## config.mk

```make
export PLATFORM = sky130hd
export DESIGN_NAME = intagg_ctrl
export DESIGN_NICKNAME = d
export VERILOG_FILES = /design/src/rtl/intagg_pkg.sv /design/src/rtl/intagg_sync.sv /design/src/rtl/intagg_detect.sv /design/src/rtl/intagg_regs.sv /design/src/rtl/intagg_outgen.sv /design/src/rtl/intagg_ctrl.sv
export SDC_FILE = /design/constraint.sdc
export NUM_CORES = 1
export LEC_CHECK = 0
export BUFFER_PORTS_ARGS = -buffer_cell sky130_fd_sc_hd__buf_2
export CAP_MARGIN = 15
export CORE_MARGIN = 1.5
export CORE_UTILIZATION = 45
export DETAILED_ROUTE_END_ITERATION = 10
export SLEW_MARGIN = 25
export SYNTH_ARGS = -nofsm -noshare
export SYNTH_HDL_FRONTEND = slang
export SYNTH_SLANG_ARGS = --single-unit
```

## constraint.sdc

```tcl
create_clock -name clk_i -period 3.95 [get_ports clk_i]
set_input_delay 0.79 -clock clk_i [delete_from_list [all_inputs] [get_ports clk_i]]
set_output_delay 0.79 -clock clk_i [all_outputs]
set_load 0.005 [all_outputs]
```

## src/rtl/intagg_pkg.sv

```systemverilog
package intagg_pkg;

   localparam int REG_W = 32;

   typedef enum logic [2:0] {
      SEL_EN    = 3'd0,
      SEL_PEND  = 3'd1,
      SEL_SMODE = 3'd2,
      SEL_SSENS = 3'd3,
      SEL_OSTY  = 3'd4,
      SEL_OSENS = 3'd5,
      SEL_FORCE = 3'd6,
      SEL_NONE  = 3'd7
   } reg_sel_e;

   // Map an aligned, in-range word index onto a register selector.
   function automatic reg_sel_e word_decode(input logic in_range, input logic [2:0] idx);
      reg_sel_e sel;
      if (!in_range) sel = SEL_NONE;
      else           sel = reg_sel_e'(idx);
      return sel;
   endfunction

endpackage

```

## src/rtl/intagg_sync.sv

```systemverilog
module intagg_sync #(
   parameter int WIDTH  = 32,
   parameter int STAGES = 2
) (
   input  logic             clk_i,
   input  logic             rst_ni,
   input  logic [WIDTH-1:0] async_i,
   output logic [WIDTH-1:0] sync_o
);
   logic [STAGES-1:0][WIDTH-1:0] pipe_q;

   always_ff @(posedge clk_i or negedge rst_ni) begin
      if (!rst_ni) pipe_q <= '0;
      else         pipe_q <= {pipe_q[STAGES-2:0], async_i};
   end

   assign sync_o = pipe_q[STAGES-1];
endmodule

```

## src/rtl/intagg_detect.sv

```systemverilog
module intagg_detect #(
   parameter int NUM_SRC = 32
) (
   input  logic               clk_i,
   input  logic               rst_ni,
   input  logic [NUM_SRC-1:0] sync_i,
   input  logic [NUM_SRC-1:0] smode_i,
   input  logic [NUM_SRC-1:0] ssens_i,
   input  logic [NUM_SRC-1:0] w1c_i,
   input  logic [NUM_SRC-1:0] force_i,
   input  logic [NUM_SRC-1:0] cfg_clr_i,
   output logic [NUM_SRC-1:0] pend_o,
   output logic [NUM_SRC-1:0] lvl_act_o
);
   logic [NUM_SRC-1:0] prev_q;
   logic [NUM_SRC-1:0] pend_q;
   logic [NUM_SRC-1:0] pend_n;

   for (genvar b = 0; b < NUM_SRC; b++) begin : g_bit
      logic rise, fall, edge_hit, lvl_hit, set_b;
      assign rise     = sync_i[b] & ~prev_q[b];
      assign fall     = ~sync_i[b] & prev_q[b];
      assign edge_hit = ssens_i[b] ? rise : fall;
      assign lvl_hit  = ssens_i[b] ? sync_i[b] : ~sync_i[b];
      assign set_b    = (smode_i[b] ? edge_hit : lvl_hit) | force_i[b];
      // configuration change wins, then a new event, then a software clear
      assign pend_n[b] = cfg_clr_i[b] ? 1'b0 : (set_b | (pend_q[b] & ~w1c_i[b]));
      assign lvl_act_o[b] = lvl_hit;
   end

   always_ff @(posedge clk_i or negedge rst_ni) begin
      if (!rst_ni) begin
         prev_q <= '0;
         pend_q <= '0;
      end else begin
         prev_q <= sync_i;
         pend_q <= pend_n;
      end
   end

   assign pend_o = pend_q;
endmodule

```

## src/rtl/intagg_regs.sv

```systemverilog
module intagg_regs
   import intagg_pkg::*;
#(
   parameter int NUM_SRC = 32,
   parameter int ADDR_W  = 5
) (
   input  logic               clk_i,
   input  logic               rst_ni,
   input  logic               wr_i,
   input  logic [ADDR_W-1:0]  addr_i,
   input  logic [REG_W-1:0]   wdata_i,
   input  logic [NUM_SRC-1:0] pend_i,
   output logic [REG_W-1:0]   rdata_o,
   output logic [NUM_SRC-1:0] enable_o,
   output logic [NUM_SRC-1:0] smode_o,
   output logic [NUM_SRC-1:0] ssens_o,
   output logic [NUM_SRC-1:0] w1c_o,
   output logic [NUM_SRC-1:0] force_o,
   output logic [NUM_SRC-1:0] cfg_clr_o,
   output logic               osty_o,
   output logic               osens_o
);
   logic               in_range;
   reg_sel_e           sel;
   logic [NUM_SRC-1:0] wbits;
   logic [NUM_SRC-1:0] en_q, smode_q, ssens_q;
   logic               osty_q, osens_q;
   logic               wr_en, wr_smode, wr_ssens;

   assign in_range = ((addr_i >> 5) == '0) && (addr_i[1:0] == 2'b00);
   assign sel      = word_decode(in_range, addr_i[4:2]);
   assign wbits    = wdata_i[NUM_SRC-1:0];

   assign wr_en    = wr_i && (sel == SEL_EN);
   assign wr_smode = wr_i && (sel == SEL_SMODE);
   assign wr_ssens = wr_i && (sel == SEL_SSENS);

   assign w1c_o     = (wr_i && sel == SEL_PEND)  ? wbits : '0;
   assign force_o   = (wr_i && sel == SEL_FORCE) ? wbits : '0;
   assign cfg_clr_o = (wr_smode ? (wbits ^ smode_q) : '0)
                    | (wr_ssens ? (wbits ^ ssens_q) : '0);

   always_ff @(posedge clk_i or negedge rst_ni) begin
      if (!rst_ni) begin
         en_q    <= '0;
         smode_q <= '0;
         ssens_q <= '0;
         osty_q  <= 1'b0;
         osens_q <= 1'b0;
      end else begin
         if (wr_en)    en_q    <= wbits;
         if (wr_smode) smode_q <= wbits;
         if (wr_ssens) ssens_q <= wbits;
         if (wr_i && sel == SEL_OSTY)  osty_q  <= wdata_i[0];
         if (wr_i && sel == SEL_OSENS) osens_q <= wdata_i[0];
      end
   end

   always_comb begin
      rdata_o = '0;
      unique case (sel)
         SEL_EN:    rdata_o[NUM_SRC-1:0] = en_q;
         SEL_PEND:  rdata_o[NUM_SRC-1:0] = pend_i;
         SEL_SMODE: rdata_o[NUM_SRC-1:0] = smode_q;
         SEL_SSENS: rdata_o[NUM_SRC-1:0] = ssens_q;
         SEL_OSTY:  rdata_o[0]           = osty_q;
         SEL_OSENS: rdata_o[0]           = osens_q;
         SEL_FORCE: rdata_o              = '0;
         default:   rdata_o              = '0;
      endcase
   end

   assign enable_o = en_q;
   assign smode_o  = smode_q;
   assign ssens_o  = ssens_q;
   assign osty_o   = osty_q;
   assign osens_o  = osens_q;
endmodule

```

## src/rtl/intagg_outgen.sv

```systemverilog
module intagg_outgen #(
   parameter int NUM_SRC = 32
) (
   input  logic               clk_i,
   input  logic               rst_ni,
   input  logic [NUM_SRC-1:0] pend_i,
   input  logic [NUM_SRC-1:0] enable_i,
   input  logic               osty_i,
   input  logic               osens_i,
   output logic               irq_o
);
   logic [NUM_SRC-1:0] live, live_q;
   logic               act_q;

   assign live = pend_i & enable_i;

   always_ff @(posedge clk_i or negedge rst_ni) begin
      if (!rst_ni) begin
         live_q <= '0;
         act_q  <= 1'b0;
      end else begin
         live_q <= live;
         act_q  <= osty_i ? |(live & ~live_q) : |live;
      end
   end

   assign irq_o = osens_i ? act_q : ~act_q;
endmodule

```

## src/rtl/intagg_ctrl.sv

```systemverilog
module intagg_ctrl
   import intagg_pkg::*;
#(
   parameter int NUM_SRC     = 32,
   parameter int ADDR_W      = 5,
   parameter int SYNC_STAGES = 2
) (
   input  logic               clk_i,
   input  logic               rst_ni,
   input  logic               bus_wr_i,
   input  logic [ADDR_W-1:0]  bus_addr_i,
   input  logic [REG_W-1:0]   bus_wdata_i,
   output logic [REG_W-1:0]   bus_rdata_o,
   input  logic [NUM_SRC-1:0] src_i,
   output logic               irq_o
);
   if (NUM_SRC < 1 || NUM_SRC > REG_W) begin : g_bad_num
      $error("NUM_SRC must lie in 1..32");
   end
   if (ADDR_W < 5) begin : g_bad_addr
      $error("ADDR_W must be at least 5");
   end
   if (SYNC_STAGES < 2) begin : g_bad_sync
      $error("SYNC_STAGES must be at least 2");
   end

   logic [NUM_SRC-1:0] sync_src, pend, lvl_act;
   logic [NUM_SRC-1:0] enable, smode, ssens, w1c, force_set, cfg_clr;
   logic               osty, osens;

   intagg_sync #(.WIDTH(NUM_SRC), .STAGES(SYNC_STAGES)) u_sync (
      .clk_i(clk_i), .rst_ni(rst_ni), .async_i(src_i), .sync_o(sync_src));

   intagg_detect #(.NUM_SRC(NUM_SRC)) u_detect (
      .clk_i(clk_i), .rst_ni(rst_ni), .sync_i(sync_src),
      .smode_i(smode), .ssens_i(ssens), .w1c_i(w1c), .force_i(force_set),
      .cfg_clr_i(cfg_clr), .pend_o(pend), .lvl_act_o(lvl_act));

   intagg_regs #(.NUM_SRC(NUM_SRC), .ADDR_W(ADDR_W)) u_regs (
      .clk_i(clk_i), .rst_ni(rst_ni), .wr_i(bus_wr_i), .addr_i(bus_addr_i),
      .wdata_i(bus_wdata_i), .pend_i(pend), .rdata_o(bus_rdata_o),
      .enable_o(enable), .smode_o(smode), .ssens_o(ssens), .w1c_o(w1c),
      .force_o(force_set), .cfg_clr_o(cfg_clr), .osty_o(osty), .osens_o(osens));

   intagg_outgen #(.NUM_SRC(NUM_SRC)) u_out (
      .clk_i(clk_i), .rst_ni(rst_ni), .pend_i(pend), .enable_i(enable),
      .osty_i(osty), .osens_i(osens), .irq_o(irq_o));
endmodule

```

-- After elaboration in Yosys (flattened, before gate mapping)
Index checks and enable logic that the tools add are counted.
- flip-flop bits (word level): 259
- input port bits: 72
- output and inout port bits: 33
- word-level logic and storage cells: 428
- eq/ne operators: 6
- mux-type cells: 137
- bitwise operators: 263
- reductions and logical operators: 11
- operators with widths (operator ; number):
    two-way mux 1 bit ; 130
    two-way mux 32 bit ; 4
    one-hot mux 31 bit (4 select lines) ; 1
    inverter 1 bit ; 97
    AND 1 bit ; 96
    AND 32 bit ; 2
    OR 1 bit ; 64
    OR reduction 32 bit ; 2
    bitwise XOR 32 bit ; 2
    inverter 32 bit ; 1
    OR 32 bit ; 1
    equality test 3 bit (second input constant) ; 3
    logical AND 1 bit ; 7
    equality test 3 x 2 -> 1 bit (second input constant) ; 2
    one-hot mux 1 bit (6 select lines) ; 1
    equality test 3 x 1 -> 1 bit (second input constant) ; 1
    logical NOT 3 bit ; 1
    two-way mux 3 bit ; 1
    logical NOT 2 bit ; 1

-- Longest topological paths before layout
Gate-level depths: netlist (run 1).
- depth in word-level cells: 9
- depth in mapped cells: 7
- mapped depth without buffers: 5

-- Modules after synthesis
Synthesis (run 1) repeated with hierarchy kept, for this count alone.
- cell total of the unflattened synthesis: 1125
- area total of the unflattened synthesis: 12182.9 um^2
- modules (own cells, without submodules) (module ; instances ; cells each ; area an instance (um^2)):
    intagg_regs ; 1 ; 508 ; 5738.0
    intagg_detect ; 1 ; 384 ; 3283.1
    intagg_sync ; 1 ; 96 ; 1841.8
    intagg_outgen ; 1 ; 137 ; 1320.0

-- Worst setup path after synthesis (run 1)
OpenSTA, ideal clock, no wires.
- kind: input port to output port
- start point: in bus_addr_i[4]
- end point: out bus_rdata_o[10]
- data arrival time: 1.856 ns
- required time: 3.160 ns
- slack: 1.304 ns
- stages on the path: 4
- cell sequence: or4_1 -> buf_2 -> buf_1 -> o22ai_1
- longest elaborated chain between the ends: 3
- elaborated cells on any way between the ends: 6
- those cells by class: eq/ne (3); mux (2); reduce/logical (1)
- ends and longest elaborated chain (item ; RTL line ; source):
    start: declaration ; intagg_ctrl.sv:11 ; input logic [ADDR_W-1:0] bus_addr_i,
    two-way mux 3 bit (*) ; intagg_pkg.sv:19 ; if (!in_range) sel = SEL_NONE;
    equality test 3 x 2 -> 1 bit, or another cell as far along ; intagg_regs.sv:61 ; unique case (sel)
    one-hot mux 31 bit (4 select lines) (*) ; intagg_regs.sv:61 ;
    end: declaration ; intagg_ctrl.sv:13 ; output logic [REG_W-1:0] bus_rdata_o,
Mark *: on every way between the ends. The rest lies on a longest branch, timed or not.

-- Worst setup path after layout (run 1)
- start point: in bus_addr_i[2]
- end point: out bus_rdata_o[10]
The elaborated chain is that of the path after synthesis.

==> results of run 1 <==
[final timing paths]
path	to	start	slack, ns
max in group asynchronous	u_regs.smode_o[17]	rst_ni	2.72
setup reg to reg	u_out.act_q	u_detect.pend_o[10]	2.43
hold / removal	u_detect.prev_q[4]	rst_ni	0.26
hold reg to reg	u_sync.sync_o[28]	u_sync.pipe_q[28]	0.35
setup / recovery	bus_rdata_o[10]	bus_addr_i[2]	0.94
min in group clk_i	u_sync.pipe_q[18]	src_i[18]	0.35
[cells in the final DEF, fill, tap and decap left out, types with 4 or more instances in the layout]
master / Yosys / layout
nand2_1: 293 / 292
dfrtp_1: 259 / 259
buf_2: 15 / 102
mux2i_1: 63 / 63
o22ai_1: 46 / 46
nand3_1: 37 / 36
mux2_2: 34 / 34
nor2b_1: 33 / 33
a21oi_1: 33 / 33
inv_1: 32 / 32
o221ai_1: 32 / 32
a221o_1: 32 / 32
o31ai_1: 32 / 32
a221oi_2: 30 / 30
clkbuf_16: 0 / 29
buf_4: 1 / 10
nand4_1: 8 / 8
buf_12: 0 / 7
nor2_1: 6 / 6
clkinv_2: 0 / 6
clkinvlp_4: 0 / 5
nor3_1: 4 / 4
bufinv_16: 0 / 4
clkbuf_1: 17 / 4
[per-layer routing]
metal  up-vias  share of wire, %  track usage (%)
li1       3969                 -                -
met1      4194                47            29.77
met2       180                47            35.58
met3        41               3.8            2.722
met4         0               2.2            5.556
met5         -                 0                0
[report_power, final]
part,leakage (nW),internal [mW],switching [mW]
logic,2.64,0.430,0.491
registers,3.18,3.00,0.343
clock network,0.477,1.67,1.10
total,6.30,5.10,1.93
[state kept, by name, summed over array words and instances (netlist names), 32 cells and up]
name / flops
u_regs.smode_o: 32
u_sync.sync_o: 32
u_out.live_q: 32
u_regs.enable_o: 32
u_regs.ssens_o: 32
u_sync.pipe_q: 32
u_detect.pend_o: 32
u_detect.prev_q: 32
[cell type report]
class / count / area (µm²)
sequential: 259 / 6481
antenna: 1 / 2.502
clock buffer: 36 / 782.0
tap: 324 / 405.4
fill: 2180 / 11220
clock inverter: 18 / 214.0
timing repair buffer: 120 / 740.7
inverter: 32 / 120.1
multi-input combinational: 700 / 4496
[kinds of logic (layout without fill, tap and decap cells)]
group | Yosys count | in the layout | share of synthesized area, %
other | 0 | 1 | 0
flip-flops | 259 | 259 | 57.28
XOR/XNOR | 1 | 1 | 0.07742
multiplexers | 97 | 97 | 8.957
buffers and inverters | 82 | 206 | 3.118
AO/OA/AOI/OAI | 211 | 211 | 15.86
AND/OR/NAND/NOR | 391 | 391 | 14.71
[critical path: stages]
cell and delay, ns:
buf_4 0.44, buf_4 0.38, mux2i_1 0.31, o22ai_1 0.12
buf_2 0.15
==> reports/metrics.yaml, run 1 <==
status: "finished clean"
worstSetupStartpointType: "input port"
numCtsBuffers: 29
relSlewSlack_pct: 47.33
maxCapViolCount: 0
track_usage_pct: 21.43
num_rows: 57
synthesis.nets: 1113
drtIter0Drc: 498
worstMarginPinSlew_ns: 0.7900
power_density_nw_per_um2: 531.4
synth_top_area_cell: "dfrtp_1"
timing.final.crit_period_ns: 3.005
floorplan.initialDensity_pct: 46.25
cts_setup_buffers: 0
viasPerCell: 5.627
p_leak_nw: 6.298
area_growth_pct: 17.03
crit_arrival_ns: 2.22
setup_viol: 0
end_kind: "primary output"
dpl_cell_area_um2: 12240
drive_above_1_share_pct: 20.60
ys_types: 34
fp.dieH_um: 161.6
synth_top_area_share_pct: 57.28
htree_levels: 1
seq_area_frac_synth_pct: 57.28
netlist_instances: 1041
grt_pass1_wl_um: 44530
gp_congestion: 0.7515
ir_drop_v: 0.0004032
synth_most_common_cell: "nand2_1"
synthTopCellsByArea: "dfrtp_1 (57%), nand2_1 (9.7%), mux2i_1 (5.6%), a221oi_2 (4.0%), mux2_2 (3.4%)"
power_mw: 7.037
synth_warnings: 0
wl_per_cell_um: 18.40
pre_cts_slack_ns: 0.9147
grt_pass1_vias: 8194
io-pin-count: 105
maxSlewViolCount: 0
crit_fanout: 29
die_area_um2: 26100
ys_top_cells_by_count: "nand2_1 (293), dfrtp_1 (259), mux2i_1 (63)"
place_hpwl_um: 16890
hold_viol: 0
fin_ws_ns: 0.9445
fp.dieW_um: 161.6
avgSynthCellArea_um2: 10.87
final_util_pct: 54.13
fmax_ghz: 0.3327
drt_first_pass_iters: 5
synth-async-reset-ratio_pct: 100.0
clk_pin_slew_ns: 0.06
port_buffers: 104
cts_resized: 0
fin_cells: 1490
tns_ns: 0
rsz0062_at_grt: "false"
antenna_found_initial: 1
vias: 8384
ys_ff_latch: 259
grt_remaining_overflow: 0
stdcell_area_um2: 13240
worstSetupPathType: "input port to primary output"
min_period_over_period_pct: 76.09
synth_edf_count: 0
hold_slack_ns: 0.2602
routed_wl_um: 27410
ctsLongestPathBuffers: 3
reg2reg_depth: 5
required_ns: 3.16
dp_cells: 1435
cts.sinks: 259
cts_tree: "yes"
syn-cell-area_um2: 11310
coreArea_um2: 24460
grt_max_degree: 94
route.detailed.drc: 0
holdBufCountCts: 0
clk_latency_ns: 0.54
root_buffer: "clkbuf_16"
hold_path.class: "input port to async pin"
clock_skew_ns: 0.01452
postRouteAntennaNets: 0
synth_ff_type: "dfrtp_1"
final_net_count: 1214
(Power assumes the default switching activity.)
==> run 2: changes to the inputs <==
--- a/config.mk
+++ b/config.mk
@@ -5,11 +5,13 @@
 export SDC_FILE = /design/constraint.sdc
 export NUM_CORES = 1
 export LEC_CHECK = 0
+export ABC_AREA = 1
 export BUFFER_PORTS_ARGS = -buffer_cell sky130_fd_sc_hd__buf_2
 export CAP_MARGIN = 15
 export CORE_MARGIN = 1.5
 export CORE_UTILIZATION = 45
 export DETAILED_ROUTE_END_ITERATION = 10
+export PLACE_DENSITY = 0.66
 export SLEW_MARGIN = 25
 export SYNTH_ARGS = -nofsm -noshare
 export SYNTH_HDL_FRONTEND = slang
==> constraint.sdc (replaced) <==
create_clock -name clk_i -period 2.65 [get_ports clk_i]
set_input_delay 0.53 -clock clk_i [delete_from_list [all_inputs] [get_ports clk_i]]
set_output_delay 0.53 -clock clk_i [all_outputs]
set_load 0.005 [all_outputs]
==> run 2 against run 1 <==
Net effect:
- sequential share of layout area fell by 1.1 points
- final cell count rose by 22%
- flip-flop and latch count is the same
- non-clock buffer count is 6 higher
- clock power up 47%
- clock-buffer cell count rose by 3
- combinational power grew 67%
- largest cell class unchanged
- clock skew fell by 0.00091 ns
==> reports/metrics.yaml, run 2 <==
p_leak_nw: 6.548  # +4.0%
place_hpwl_um: 17850  # +5.7%
required_ns: 2.12  # -1.04 ns
synth-async-reset-ratio_pct: 100.0  # unchanged
dp_cells: 1765  # +23%
synth-compound-area-share_pct: 14.41  # -1.4 points
worstSetupPathType: "input port to primary output"
floorplan.initialDensity_pct: 45.99  # -0.27 points
ir_drop_v: 0.0005607  # +39%
grt_pass1_wl_um: 45000  # +1.1%
num_rows: 58  # +1.8%
netlist_instances: 1355  # +30%
coreArea_um2: 25250  # +3.2%
vias: 9301  # +11%
grt_max_degree: 66  # -30%
synth_most_common_cell: "nand2_1"
drive_above_1_share_pct: 14.45  # -6.2 points
fp.dieW_um: 163.7  # +1.3%
track_usage_pct: 20.95  # -0.48 points
power_density_nw_per_um2: 784.3  # +48%
end_kind: "primary output"
synth_top_area_cell: "dfrtp_1"
swShare_pct: 28.66  # +1.2 points
drt_first_pass_iters: 6  # +1
worstMarginPinSlew_ns: 0.7735  # -0.01652 ns
numCtsBuffers: 28  # -3.4%
p_seq_share_pct: 47.2  # -0.3 points
cts_setup_buffers: 0  # unchanged
status: "finished clean"
route.detailed.drc: 0  # unchanged
setup_viol: 0  # unchanged
synth-adder-area-share_pct: 0  # unchanged
synth_edf_count: 0  # unchanged
area_growth_pct: 16.54
holdBufCountCts: 1  # +1
p_switching_mw: 3.042  # +57%
cpPeakStageDelay_ns: 0.28  # -0.16 ns
final_common_cell: "nand2_1"
port_buffers: 104  # unchanged
clk_latency_ns: 0.55  # about the same
cts_tree: "yes"
worstSetupStartpointType: "input port"
maxCapViolCount: 0  # unchanged
tns_ns: 0  # unchanged
fp.dieH_um: 163.7  # +1.3%
synth_warnings: 0  # unchanged
crit_fanout: 15  # -48%
clk_pin_slew_ns: 0.06  # about the same
min_period_over_period_pct: 91.69
antenna_found_initial: 1  # unchanged
multi_input_area_um2: 4362  # -3.0%
root_buffer: "clkbuf_16"
pwr-share-comb_pct: 14.5  # +1.4 points
postRouteAntennaNets: 0  # unchanged
ys_types: 26  # -24%
gp_congestion: 0.7779  # +3.5%
fillers: 2327  # +6.7%
avgSynthCellArea_um2: 8.571  # -21%
final_net_count: 1538  # +27%
timing.final.crit_period_ns: 2.430
wl_per_cell_um: 15.06  # -18%
ctsLongestPathBuffers: 3  # unchanged
cp_cell_sequence: "buf_2, nor2_4, nand2_2, nor2_4, nand2_2, inv_1, buf_4, nand2_1, o2111ai_1, buf_2"
dpl_cell_area_um2: 12540  # +2.4%
hold_viol: 0  # unchanged
io-pin-count: 105  # unchanged
synth_top_area_share_pct: 55.81  # -1.5 points
clock_skew_ns: 0.01361  # -0.0009130 ns
synthesis.nets: 1427  # +28%
regArea_um2: 6481  # unchanged
hold_path.class: "input port to flip-flop"
grt_pass1_vias: 8855  # +8.1%
whs_path_depth: 1
stdcell_area_um2: 13530  # +2.2%
cts.sinks: 259  # unchanged
maxSlewViolCount: 0  # unchanged
ys_ff_latch: 259  # unchanged
grt_remaining_overflow: 0  # unchanged
fmax_ghz: 0.4116
rsz0062_at_grt: "false"
mostFrequentLayoutCells: "nand2_1 (373), dfrtp_1 (259), nor2_1 (145)"
synth_ff_type: "dfrtp_1"
synthSimpleGateAreaFrac_pct: 20.61  # +5.9 points
synth_top_family_by_area: "simple AND/OR/NAND/NOR gates"
viasPerCell: 5.113  # -9.1%
synthXorXnorAreaFrac_pct: 2.489  # +2.4 points
ys_top_cells_by_count: "nand2_1 (373), dfrtp_1 (259), nor2_1 (145)"
cts_resized: 0  # unchanged
crit_slowest_cell: "buf_4"
routed_wl_um: 27400  # about the same
drtIter0Drc: 822  # +65%
seq_area_frac_synth_pct: 55.81  # -1.5 points
syn-cell-area_um2: 11610  # +2.6%
intPower_mw: 7.573  # +48%
die_area_um2: 26780  # +2.6%
relSlewSlack_pct: 48.36  # +1.0 points
synthTopCellsByArea: "dfrtp_1 (56%), nand2_1 (12%), o21ai_0 (6.1%), nor2_1 (4.7%), inv_1 (4.2%)"
post_synth_mux_area_share_pct: 0  # -9.0 points
crit_arrival_ns: 1.90  # -0.32 ns
fin_cells: 1819  # +22%
reg2reg_depth: 8  # +3
htree_levels: 1  # unchanged
clock_power_share_pct: 38.3  # -1.1 points
## run 2: changes by cell type after synthesis, moves of 33 or more
cell and change:
nor2_1 +139, nor2b_1 -33, mux2i_1 -63, o22ai_1 -46
mux2_2 -34, nand2_1 +80, inv_1 +97, a21oi_1 +36
o21ai_0 +140
## run 2: metrics by stage
| step | setup slack, ns | util (%) | power [mW] | hold slack (ns) |
|---|---|---|---|---|
| 2_1_floorplan | 0.7564 | - | 6.035 | 0.2344 |
| 3_3_place_gp | 0.2550 | 49.65 | 6.571 | 0.3323 |
| 3_5_place_dp | 0.2221 | 49.65 | 6.620 | 0.3347 |
| 4_1_cts | 0.2141 | 53.58 | 10.73 | 0.06274 |
| 5_1_grt | 0.1391 | 53.59 | 11.23 | 0.06730 |
| 6_report | 0.2203 | 53.59 | 10.61 | 0.08252 |
## run 2: cell type report
class / instances / area share, %
diodes: 1 / 0.01849
clock buffers: 39 / 6.231
clock inverters: 13 / 1.026
inverters: 132 / 3.661
multi-input cells: 919 / 32.23
flip-flops and latches: 259 / 47.89
well taps: 330 / 3.051
repair buffers: 126 / 5.898
## run 2: path summary, 6_finish.rpt
check / startpoint / slack, ns / endpoint
setup / recovery: bus_addr_i[1] / 0.22 / bus_rdata_o[13]
hold / removal: src_i[10] / 0.08 / u_sync.pipe_q[10]
setup reg to reg: u_regs.enable_o[1] / 1.33 / u_out.act_q
hold reg to reg: u_sync.pipe_q[7] / 0.34 / u_sync.sync_o[7]
max in group asynchronous: rst_ni / 1.40 / u_sync.pipe_q[20]
min in group asynchronous: rst_ni / 0.51 / u_sync.sync_o[27]
## run 2: power by group through the flow
stage | clock network [mW] | logic (mW) | registers [mW]
after detailed placement | 0 | 1.55 | 5.07
after global routing | 4.32 | 1.82 | 5.09
after global placement | 0 | 1.51 | 5.06
after CTS | 4.16 | 1.56 | 5.00
after floorplan | 0 | 1.11 | 4.93
final | 4.06 | 1.54 | 5.01
## run 2: critical path: cells and delay by family
family / cells / cell delay, ns
buffers and inverters: 4 / 0.65
AND/OR/NAND/NOR: 5 / 0.58
AO/OA/AOI/OAI: 1 / 0.14
## run 2: logic make-up (layout without fill, tap and decap cells)
| kind of cell | after synthesis | count (layout) |
|---|---|---|
| DFF | 259 | 259 |
| and+or+nand+nor | 595 | 595 |
| xor gates and xnor gates | 33 | 33 |
| other | 0 | 1 |
| AOI/OAI and AO/OA | 291 | 291 |
| buffers and inverters | 177 | 310 |
## run 2: per-layer routing
metal  part of all wire (%)  wire length [µm]  track usage [%]
met5                      0                 0                0
met4                    2.4               663            5.661
met3                    5.4              1476            3.123
met2                     45             12400            33.29
met1                     47             12860            29.88
==> run 3: changes to the inputs <==
--- a/config.mk
+++ b/config.mk
@@ -5,7 +5,6 @@
 export SDC_FILE = /design/constraint.sdc
 export NUM_CORES = 1
 export LEC_CHECK = 0
-export ABC_AREA = 1
 export BUFFER_PORTS_ARGS = -buffer_cell sky130_fd_sc_hd__buf_2
 export CAP_MARGIN = 15
 export CORE_MARGIN = 1.5
==> run 3 against run 2 <==
Net effect:
- die area is 2.5% lower
- combinational power is 11% lower
- setup slack worse by 0.074 ns
- utilization is 1.1 points higher
- cell area is 1.2% lower
- final cell count is 18% lower
- fmax is 3.0% lower
- clock-buffer cell count is 6 higher
- global-route usage is 0.54 points higher
- register-to-register slack worse by 0.10 ns
- clock skew is 0.0059 ns higher
- power is 0.65% lower
- largest power group unchanged
==> reports/metrics.yaml, run 3 (same netlist as run 1, synthesis figures left out) <==
clk_latency_ns: 0.55  # about the same
drive_above_1_share_pct: 21.09  # +6.6 points
crit_arrival_ns: 1.97  # +0.07 ns
p_leak_nw: 6.378  # -2.6%
ir_drop_v: 0.0005754  # +2.6%
hold_slack_ns: 0.08258  # +0.00006300 ns
hold_path.class: "input port to flip-flop"
grt_max_degree: 67  # +1.5%
pre_cts_slack_ns: 0.1731  # -0.04904 ns
drtIter0Drc: 608  # -26%
hold_viol: 0  # unchanged
final_util_pct: 54.65  # +1.1 points
clk_pin_slew_ns: 0.06  # about the same
worstSetupStartpointType: "input port"
port_buffers: 104  # unchanged
holdBufCountCts: 1  # unchanged
min_period_over_period_pct: 94.48  # +2.8 points
mostFrequentLayoutCells: "nand2_1 (292), dfrtp_1 (259), buf_2 (102)"
cts.sinks: 259  # unchanged
antenna_found_initial: 0  # -1
timing.final.crit_period_ns: 2.504  # +0.07401 ns
coreArea_um2: 24460  # -3.1%
place_hpwl_um: 16910  # -5.3%
cp_top_family: "buffers and inverters"
track_usage_pct: 21.49  # +0.54 points
fp.dieW_um: 161.6  # -1.3%
route.detailed.drc: 0  # unchanged
cp.buffers_inverters: 3  # -1
crit_fanout: 18  # +3
maxSlewViolCount: 0  # unchanged
maxCapViolCount: 0  # unchanged
swShare_pct: 26.99  # -1.7 points
root_buffer: "clkbuf_16"
relSlewSlack_pct: 65.16  # +17 points
dp_cells: 1441  # -18%
drt_first_pass_iters: 4  # -2
wl_per_cell_um: 18.35  # +22%
dpl_cell_area_um2: 12340  # -1.6%
fmax_ghz: 0.3994  # -3.0%
cts_tree: "yes"
clock_power_share_pct: 39.7  # +1.4 points
crit_slowest_cell: "or4_1"
end_kind: "primary output"
cts_setup_buffers: 0  # unchanged
cpPeakStageDelay_ns: 0.55  # +0.27 ns
cts_resized: 0  # unchanged
vias: 8497  # -8.6%
intPower_mw: 7.700  # +1.7%
p_seq_share_pct: 47.3  # about the same
area_growth_pct: 18.15
grt_pass1_wl_um: 45120  # +0.26%
grt_remaining_overflow: 0  # unchanged
rsz0062_at_grt: "false"
stdcell_area_um2: 13370  # -1.2%
numCtsBuffers: 29  # +3.6%
gp_congestion: 0.8087  # +4.0%
final_net_count: 1221  # -21%
num_rows: 57  # -1.7%
final_common_cell: "nand2_1"
die_area_um2: 26100  # -2.5%
worstMarginPinSlew_ns: 0.5226  # -0.2509 ns
diodes: 0  # -1
required_ns: 2.12  # about the same
fp.dieH_um: 161.6  # -1.3%
viasPerCell: 5.684  # +11%
fin_ws_ns: 0.1463  # -0.07401 ns
setup_viol: 0  # unchanged
p_switching_mw: 2.846  # -6.4%
power_mw: 10.55  # -0.65%
routed_wl_um: 27430  # +0.11%
fin_cells: 1495  # -18%
tns_ns: 0  # unchanged
power_density_nw_per_um2: 788.9  # +0.59%
ctsLongestPathBuffers: 3  # unchanged
postRouteAntennaNets: 0  # unchanged
htree_levels: 1  # unchanged
cpMostUsedCell: "buf_2"
io-pin-count: 105  # unchanged
clock_skew_ns: 0.01953  # +0.005920 ns
pwr-share-comb_pct: 13.0  # -1.5 points
status: "finished clean"
grt_pass1_vias: 8389  # -5.3%
cp_cell_sequence: "buf_2, or4_1, buf_4, o22ai_1, buf_2"
floorplan.initialDensity_pct: 46.25  # +0.27 points
worstSetupPathType: "input port to primary output"
run 3: path summary, 6_finish.rpt:
| check | slack [ns] | endpoint | from | depth (start not counted) |
|---|---|---|---|---|
| min in group asynchronous | 0.45 | u_detect.prev_q[3] | rst_ni | 2 |
| worst min-delay path | 0.08 | u_sync.pipe_q[19] | src_i[19] | 1 |
| worst min register to register | 0.35 | u_sync.sync_o[9] | u_sync.pipe_q[9] | 0 |
| worst max register to register | 1.23 | u_out.act_q | u_detect.pend_o[15] | 5 |
| worst max-delay path | 0.15 | bus_rdata_o[26] | bus_addr_i[4] | 5 |
| max in group asynchronous | 1.43 | u_sync.sync_o[6] | rst_ni | 3 |
run 3: final cells by class:
cell class | instances | area, µm²
Clock buffer | 45 | 925.9
Clock inverter | 8 | 93.84
Fill cell | 2124 | 11090
Inverter | 32 | 120.1
Multi-Input combinational cell | 700 | 4496
Sequential cell | 259 | 6481
Tap cell | 324 | 405.4
Timing Repair Buffer | 127 | 845.8
run 3: power groups by stage:
| stage | Clock (mW) | Sequential (mW) | Combinational, mW |
|---|---|---|---|
| 3_5_place_dp | 0 | 5.05 | 1.38 |
| 3_3_place_gp | 0 | 5.02 | 1.34 |
| 5_1_grt | 4.42 | 5.07 | 1.55 |
| 6_report | 4.19 | 4.99 | 1.37 |
| 2_1_floorplan | 0 | 4.91 | 0.949 |
| 4_1_cts | 4.28 | 4.98 | 1.39 |
run 3: metal layers:
metal / vias up / global-route usage (%) / routed length (µm) / share of wire [%]
met2: 223 / 35.58 / 13150 / 48
met4: 0 / 5.808 / 547 / 2.0
met1: 4246 / 29.59 / 12380 / 45
met5: - / 0 / 0 / 0
met3: 43 / 3.107 / 1348 / 4.9
li1: 3985 / - / - / -
